[config.mk]
export PLATFORM = sky130hd
export DESIGN_NAME = simd_video_alu
export DESIGN_NICKNAME = d
export VERILOG_FILES = /design/src/rtl/simd_alu_pkg.sv /design/src/rtl/simd_alu_ctrl.sv /design/src/rtl/simd_alu_dp.sv /design/src/rtl/simd_video_alu.sv
export SDC_FILE = /design/constraint.sdc
export NUM_CORES = 1
export LEC_CHECK = 0
export ABC_CLOCK_PERIOD_IN_PS = 12520
export BUFFER_PORTS_ARGS = -buffer_cell sky130_fd_sc_hd__buf_4
export CAP_MARGIN = 20
export CORE_ASPECT_RATIO = 2
export CORE_UTILIZATION = 42
export DETAILED_ROUTE_END_ITERATION = 7
export PLACE_DENSITY_LB_ADDON = 0.12
export SKIP_CTS_REPAIR_TIMING = 1
export SLEW_MARGIN = 10
export SYNTH_ARGS = -nofsm -noshare
export SYNTH_HDL_FRONTEND = slang
export SYNTH_SLANG_ARGS = --single-unit
[constraint.sdc]
create_clock -name clk -period 12.52 [get_ports clk]
set_input_delay 1.252 -clock clk [delete_from_list [all_inputs] [get_ports clk]]
set_output_delay 1.252 -clock clk [all_outputs]
set_load 0.1 [all_outputs]
[src/rtl/simd_alu_pkg.sv]
package simd_alu_pkg;

  typedef enum logic [2:0] {
    OP_ADD16 = 3'd0,
    OP_SUB16 = 3'd1,
    OP_CLIPB = 3'd2,
    OP_AVGB  = 3'd3,
    OP_SADB  = 3'd4
  } aluOp_e;

  // strobes from control to datapath
  typedef struct packed {
    logic load;
    logic add16;
    logic sub16;
    logic clip8;
    logic avg8;
    logic sad;
    logic satOn;
    logic accClr;
  } aluStrobe_t;

endpackage

[src/rtl/simd_alu_ctrl.sv]
module simd_alu_ctrl
  import simd_alu_pkg::*;
(
  input  logic       opValid,
  input  logic [2:0] opCode,
  input  logic       satEn,
  input  logic       sadClear,
  output aluStrobe_t stb
);

  always_comb begin
    stb        = '0;
    stb.load   = opValid;
    stb.satOn  = satEn;
    stb.accClr = sadClear;
    if (opValid) begin
      unique case (opCode)
        OP_ADD16: stb.add16 = 1'b1;
        OP_SUB16: stb.sub16 = 1'b1;
        OP_CLIPB: stb.clip8 = 1'b1;
        OP_AVGB:  stb.avg8  = 1'b1;
        OP_SADB:  stb.sad   = 1'b1;
        default:  ;
      endcase
    end
  end

endmodule

[src/rtl/simd_alu_dp.sv]
module simd_alu_dp
  import simd_alu_pkg::*;
#(
  parameter int LANE_W = 8
) (
  input  logic                  clk,
  input  logic                  rstN,
  input  aluStrobe_t            stb,
  input  logic [4*LANE_W-1:0]   srcA,
  input  logic [4*LANE_W-1:0]   srcB,
  output logic                  resValid,
  output logic [4*LANE_W-1:0]   result,
  output logic                  ovfHi,
  output logic                  ovfLo,
  output logic [2*LANE_W-1:0]   accA,
  output logic [2*LANE_W-1:0]   accB
);

  localparam int HALF_W  = 2 * LANE_W;
  localparam int WORD_W  = 4 * LANE_W;
  localparam int N_HALF  = 2;
  localparam int N_LANE  = 4;
  localparam logic [HALF_W-1:0] HALF_MAX = {1'b0, {(HALF_W-1){1'b1}}};
  localparam logic [HALF_W-1:0] HALF_MIN = {1'b1, {(HALF_W-1){1'b0}}};

  logic [WORD_W-1:0] halfWord;
  logic [WORD_W-1:0] clipWord;
  logic [WORD_W-1:0] avgWord;
  logic [N_HALF-1:0] halfOvf;
  logic [LANE_W-1:0] absDiff [N_LANE];
  logic [HALF_W-1:0] accNext [N_HALF];
  logic [HALF_W-1:0] accCur  [N_HALF];

  assign accCur[0] = accA;
  assign accCur[1] = accB;

  // 16-bit half lanes
  for (genvar g = 0; g < N_HALF; g++) begin : gHalf
    logic [HALF_W-1:0] aH, bH, hOut;
    logic [HALF_W:0]   aX, bX, hRaw;
    logic              hOvf;
    assign aH   = srcA[g*HALF_W +: HALF_W];
    assign bH   = srcB[g*HALF_W +: HALF_W];
    assign aX   = {aH[HALF_W-1], aH};
    assign bX   = {bH[HALF_W-1], bH};
    assign hRaw = stb.sub16 ? (aX - bX) : (aX + bX);
    assign hOvf = hRaw[HALF_W] ^ hRaw[HALF_W-1];
    always_comb begin
      if (hOvf && stb.satOn) hOut = hRaw[HALF_W] ? HALF_MIN : HALF_MAX;
      else                   hOut = hRaw[HALF_W-1:0];
    end
    assign halfWord[g*HALF_W +: HALF_W] = hOut;
    assign halfOvf[g] = hOvf;
  end

  // 8-bit byte lanes
  for (genvar k = 0; k < N_LANE; k++) begin : gLane
    logic [LANE_W-1:0] aB, bB;
    logic [LANE_W:0]   bSum, bSumR;
    assign aB    = srcA[k*LANE_W +: LANE_W];
    assign bB    = srcB[k*LANE_W +: LANE_W];
    assign bSum  = {1'b0, aB} + {1'b0, bB};
    assign bSumR = bSum + {{LANE_W{1'b0}}, 1'b1};
    assign clipWord[k*LANE_W +: LANE_W] = bSum[LANE_W] ? {LANE_W{1'b1}} : bSum[LANE_W-1:0];
    assign avgWord[k*LANE_W +: LANE_W]  = bSumR[LANE_W:1];
    assign absDiff[k] = (aB >= bB) ? (aB - bB) : (bB - aB);
  end

  // accumulator pairs: lanes 2j and 2j+1 feed accumulator j
  for (genvar j = 0; j < N_HALF; j++) begin : gAcc
    logic [LANE_W:0] pairSum;
    logic [HALF_W:0] accSum;
    assign pairSum = {1'b0, absDiff[2*j]} + {1'b0, absDiff[2*j+1]};
    assign accSum  = {1'b0, accCur[j]} + {{(HALF_W-LANE_W){1'b0}}, pairSum};
    assign accNext[j] = accSum[HALF_W] ? {HALF_W{1'b1}} : accSum[HALF_W-1:0];
  end

  logic [WORD_W-1:0] nextWord;
  logic [N_HALF-1:0] nextOvf;

  always_comb begin
    nextWord = '0;
    nextOvf  = '0;
    if (stb.add16 || stb.sub16) begin
      nextWord = halfWord;
      nextOvf  = halfOvf;
    end else if (stb.clip8) begin
      nextWord = clipWord;
    end else if (stb.avg8) begin
      nextWord = avgWord;
    end else if (stb.sad && !stb.accClr) begin
      nextWord = {accNext[1], accNext[0]};
    end
  end

  always_ff @(posedge clk) begin
    if (!rstN) begin
      resValid <= 1'b0;
      result   <= '0;
      ovfHi    <= 1'b0;
      ovfLo    <= 1'b0;
      accA     <= '0;
      accB     <= '0;
    end else begin
      resValid <= stb.load;
      if (stb.load) begin
        result <= nextWord;
        ovfHi  <= nextOvf[1];
        ovfLo  <= nextOvf[0];
      end
      if (stb.accClr) begin
        accA <= '0;
        accB <= '0;
      end else if (stb.sad) begin
        accA <= accNext[0];
        accB <= accNext[1];
      end
    end
  end

endmodule

[src/rtl/simd_video_alu.sv]
module simd_video_alu
  import simd_alu_pkg::*;
#(
  parameter int LANE_W = 8
) (
  input  logic                clk,
  input  logic                rstN,
  input  logic                opValid,
  input  logic [2:0]          opCode,
  input  logic [4*LANE_W-1:0] srcA,
  input  logic [4*LANE_W-1:0] srcB,
  input  logic                satEn,
  input  logic                sadClear,
  output logic                resValid,
  output logic [4*LANE_W-1:0] result,
  output logic                ovfHi,
  output logic                ovfLo,
  output logic [2*LANE_W-1:0] accA,
  output logic [2*LANE_W-1:0] accB
);

  aluStrobe_t stb;

  simd_alu_ctrl uCtrl (
    .opValid  (opValid),
    .opCode   (opCode),
    .satEn    (satEn),
    .sadClear (sadClear),
    .stb      (stb)
  );

  simd_alu_dp #(.LANE_W(LANE_W)) uDp (
    .clk      (clk),
    .rstN     (rstN),
    .stb      (stb),
    .srcA     (srcA),
    .srcB     (srcB),
    .resValid (resValid),
    .result   (result),
    .ovfHi    (ovfHi),
    .ovfLo    (ovfLo),
    .accA     (accA),
    .accB     (accB)
  );

endmodule

==> impl_metrics.py <==
metrics = {
    "clock_network": {
        "cts_inserted_buffers": 9,
        "clock_sinks": 67,
        "cts_tree": "yes",
        "clock_path_buffers": 2,
        "insertion_delay_ns": 0.35,
        "cts_max_level": 3,
        "clk_pin_slew_worst_paths_ns": 0.05,
        "cts_root_buf": "clkbuf_16",
    },
    "finish": {
        "antenna_cells": 0,
        "fill_cells": 2939,
        "area_growth_pct": 13.0,
        "layout_commonest_cell": "inv_1",
        "final_nets": 1924,
        "final_cell_mix": "154 x inv_1, 151 x buf_4, 144 x ha_1",
        "layout.cells.non_filler": 2035,
        "drive_gt1_share_pct": 13.0,
    },
    "synthesis": {
        "ys_types": 99,
        "ys_seq_area_share_pct": 11.1,
        "synth_edf_count": 0,
        "ys_ff_latch": 67,
        "synth_top_cell_area_share_pct": 14.9,
        "synth_area_leaders": "ha_1 15%, dfxtp_1 11%, xnor2_1 7.0%",
        "postSynthAreaPerCell_um2": 7.63,
        "synthSimpleGateAreaFrac_pct": 17.6,
        "yosys_warnings": 0,
        "synth_cells": 1585,
        "synthMuxAreaShare_pct": 2.98,
        "synth_top_area_cell": "ha_1",
        "synth_flop_cell": "dfxtp_1",
        "synthesis.nets": 1833,
        "synthXorXnorAreaFrac_pct": 9.57,
        "synth_top_family_by_area": "compound AO/OA/AOI/OAI gates",
        "synth_area_um2": 12100,
        "synth_fa_ha_area_share_pct": 20.2,
        "synth_async_sr_flop_share_pct": 0,
        "synth-compound-area-share_pct": 31.2,
    },
    "global_routing": {
        "grt_usage_pct": 31.6,
        "overflow": 0,
        "grt_pass1_vias": 12210,
        "grt_pass1_wl_mm": 69.7,
        "grt_start_max_net_pins": 35,
        "antenna_found_initial": 0,
    },
    "min_path": {
        "hold_path_end": "uDp.result[14]$_SDFFE_PN0P_",
        "min_from": "uDp.result[14]$_SDFFE_PN0P_",
        "worstHoldPathCells": 2,
        "hold_class": "flop to flop",
    },
    "die": {
        "core-area_um2": 28300,
        "die_w_um": 122,
        "die_h_um": 242,
        "rows": 87,
        "io_pins": 139,
        "dieArea_um2": 29500,
        "initial_core_util_pct": 42.7,
    },
    "timing": {
        "hold_violations": 0,
        "slew_headroom_pct": 28.4,
        "fin_worst_skew_ns": 0.00858,
        "final.setup.worst_slack_ns": 5.04,
        "drv_slew": 0,
        "rsz0062_at_grt": "no",
        "whs_ns": 0.491,
        "setup_viol": 0,
        "setup_tns_ns": 0,
        "min_period_ns": 7.48,
        "max_freq_mhz": 134,
        "min_period_over_period_pct": 59.7,
        "worst_pin_slew_ns": 1.06,
    },
    "worst_setup_path": {
        "cp.required_ns": 12.79,
        "timing.rr.start": "uDp.accB[1]$_SDFFE_PP0P_",
        "slowest_delay_ns": 0.89,
        "crit_path_frequent_cell": "inv_1",
        "cp_top_family": "compound AO/OA/AOI/OAI gates",
        "crit_path_start": "srcA[16]",
        "slowest_stage": "a41oi_1",
        "cp.arrival_ns": 7.75,
        "startpoint_type": "primary input",
        "path_buf_inv": 4,
        "crit_chain": "buf_4, inv_1, ha_1, inv_1, fa_1, a21o_1, a2111oi_4, mux2_1, o2111a_1, o211ai_2, a21boi_1, o211a_1, o21a_1, fa_1, inv_1, ha_1, a211oi_1, o211ai_1, a41oi_1, nor2_1, o21ai_0, o21ai_0, a211oi_1",
        "ff2ff_setup_slack_ns": 8.25,
        "path_class": "primary input to flop",
        "reg2reg_to": "uDp.result[28]$_SDFFE_PN0P_",
        "cp_max_fo": 13,
        "r2r_cells": 11,
        "end_kind": "flop",
    },
    "placement": {
        "place_ws_ns": 4.74,
        "place.gp.congestion": 0.946,
        "dpl.cell_count": 2020,
        "portBuffers": 138,
        "dp_hpwl_mm": 38.7,
    },
    "power_and_ir_drop": {
        "peakVddDrop_v": 0.0000635,
        "p_per_area_nw_per_um2": 108,
        "power_leakage_nw": 5.94,
    },
    "detailed_routing": {
        "initialDrtViolationCount": 718,
        "routed-via-count": 12525,
        "wl_per_cell_um": 23.2,
        "via_per_inst": 6.15,
        "drt_wl_total_mm": 47.1,
        "first_pass_iters": 5,
        "drt.antenna.violating_nets": 0,
        "drc_errors": 0,
    },
    "run_status": {
        "run_status": "completed",
    },
    "run": {
        "drv_cap": 0,
    },
}
==> metrics by stage <==
stage / instance area (um^2) / util [%] / total power [mW]
4_1_cts: 13700 / 48.2 / 1.47
3_5_place_dp: 13400 / 47.2 / 1.21
6_report: 13700 / 48.3 / 1.48
2_1_floorplan: 12100 / - / 0.929
3_3_place_gp: 13400 / 47.2 / 1.21
5_1_grt: 13700 / 48.3 / 1.57
==> state kept, by name, indices dropped and copies added (netlist names) <==
| register | cells |
|---|---|
| uDp.accA | 16 |
| uDp.accB | 16 |
| uDp.ovfLo | 1 |
| uDp.resValid | 1 |
| uDp.ovfHi | 1 |
| uDp.result | 32 |
==> routing by layer <==
metal / part of all wire [%] / up-vias / global-route usage [%]
met5: 0 / - / 0
met4: 11 / 0 / 30.9
met3: 3.1 / 169 / 3.27
met2: 53 / 351 / 59.1
met1: 33 / 6048 / 27.9
li1: - / 5957 / -
==> worst max-delay path by stage <==
stage | slack, ns | cells past startpoint | to
final | 5.04 | 23 | uDp.result[28]$_SDFFE_PN0P_
after global routing | 4.67 | 23 | uDp.result[28]$_SDFFE_PN0P_
after CTS | 5.10 | 24 | uDp.result[25]$_SDFFE_PN0P_
after detailed placement | 4.74 | 24 | uDp.result[25]$_SDFFE_PN0P_
after global placement | 4.77 | 24 | uDp.result[25]$_SDFFE_PN0P_
after floorplan | 6.21 | 24 | uDp.result[27]$_SDFFE_PN0P_
==> synth_stat cells, drive strengths merged, types with 9 or more instances <==
master   number
nand3        32
xor2         27
o211ai       27
a21o         29
or3          15
dfxtp        67
inv         154
clkbuf       51
a211oi       42
o21a         19
xnor2       100
buf          20
and2         12
nor2b        21
and3         16
ha          144
nor3         35
a41oi         9
a311oi       12
a21oi       119
nand2       100
o21ai        89
a221oi       16
nand4        10
o31ai        13
mux2i        27
nor4         11
o2111ai      13
nor2        110
nand2b       28
a31oi        24
fa           32
o221ai        9
==> area by class of cell <==
cell class	instances	area (um^2)	area share [%]
clock buffer	12	246	1.80
clock inverter	2	37.5	0.275
inverter	156	586	4.29
multi-input combinational	1291	9870	72.3
sequential	67	1340	9.82
tap	356	445	3.26
timing repair buffer	151	1130	8.30
==> where the power goes <==
part	internal [mW]	switching, mW
combinational	0.350	0.637
sequential	0.224	0.0102
clock	0.158	0.103
==> cells by family after synthesis <==
| kind of cell | count (synthesis) |
|---|---|
| flip-flops | 67 |
| buffers and inverters | 227 |
| AND/OR/NAND/NOR | 424 |
| multiplexers | 35 |
| XOR/XNOR | 127 |
| adder cells (fa/ha/maj) | 176 |
| AO/OA/AOI/OAI | 529 |
==> worst register-to-register path, stage by stage (launching register included) <==
cell	delay [ns]
dfxtp_1	0.42
inv_1	0.09
fa_1	0.53
inv_1	0.04
ha_1	0.28
a211oi_1	0.35
o211ai_1	0.18
a41oi_1	0.89
nor2_1	0.15
o21ai_0	0.76
o21ai_0	0.26
a211oi_1	0.23
No activity file was read; power rests on OpenSTA's default activity.
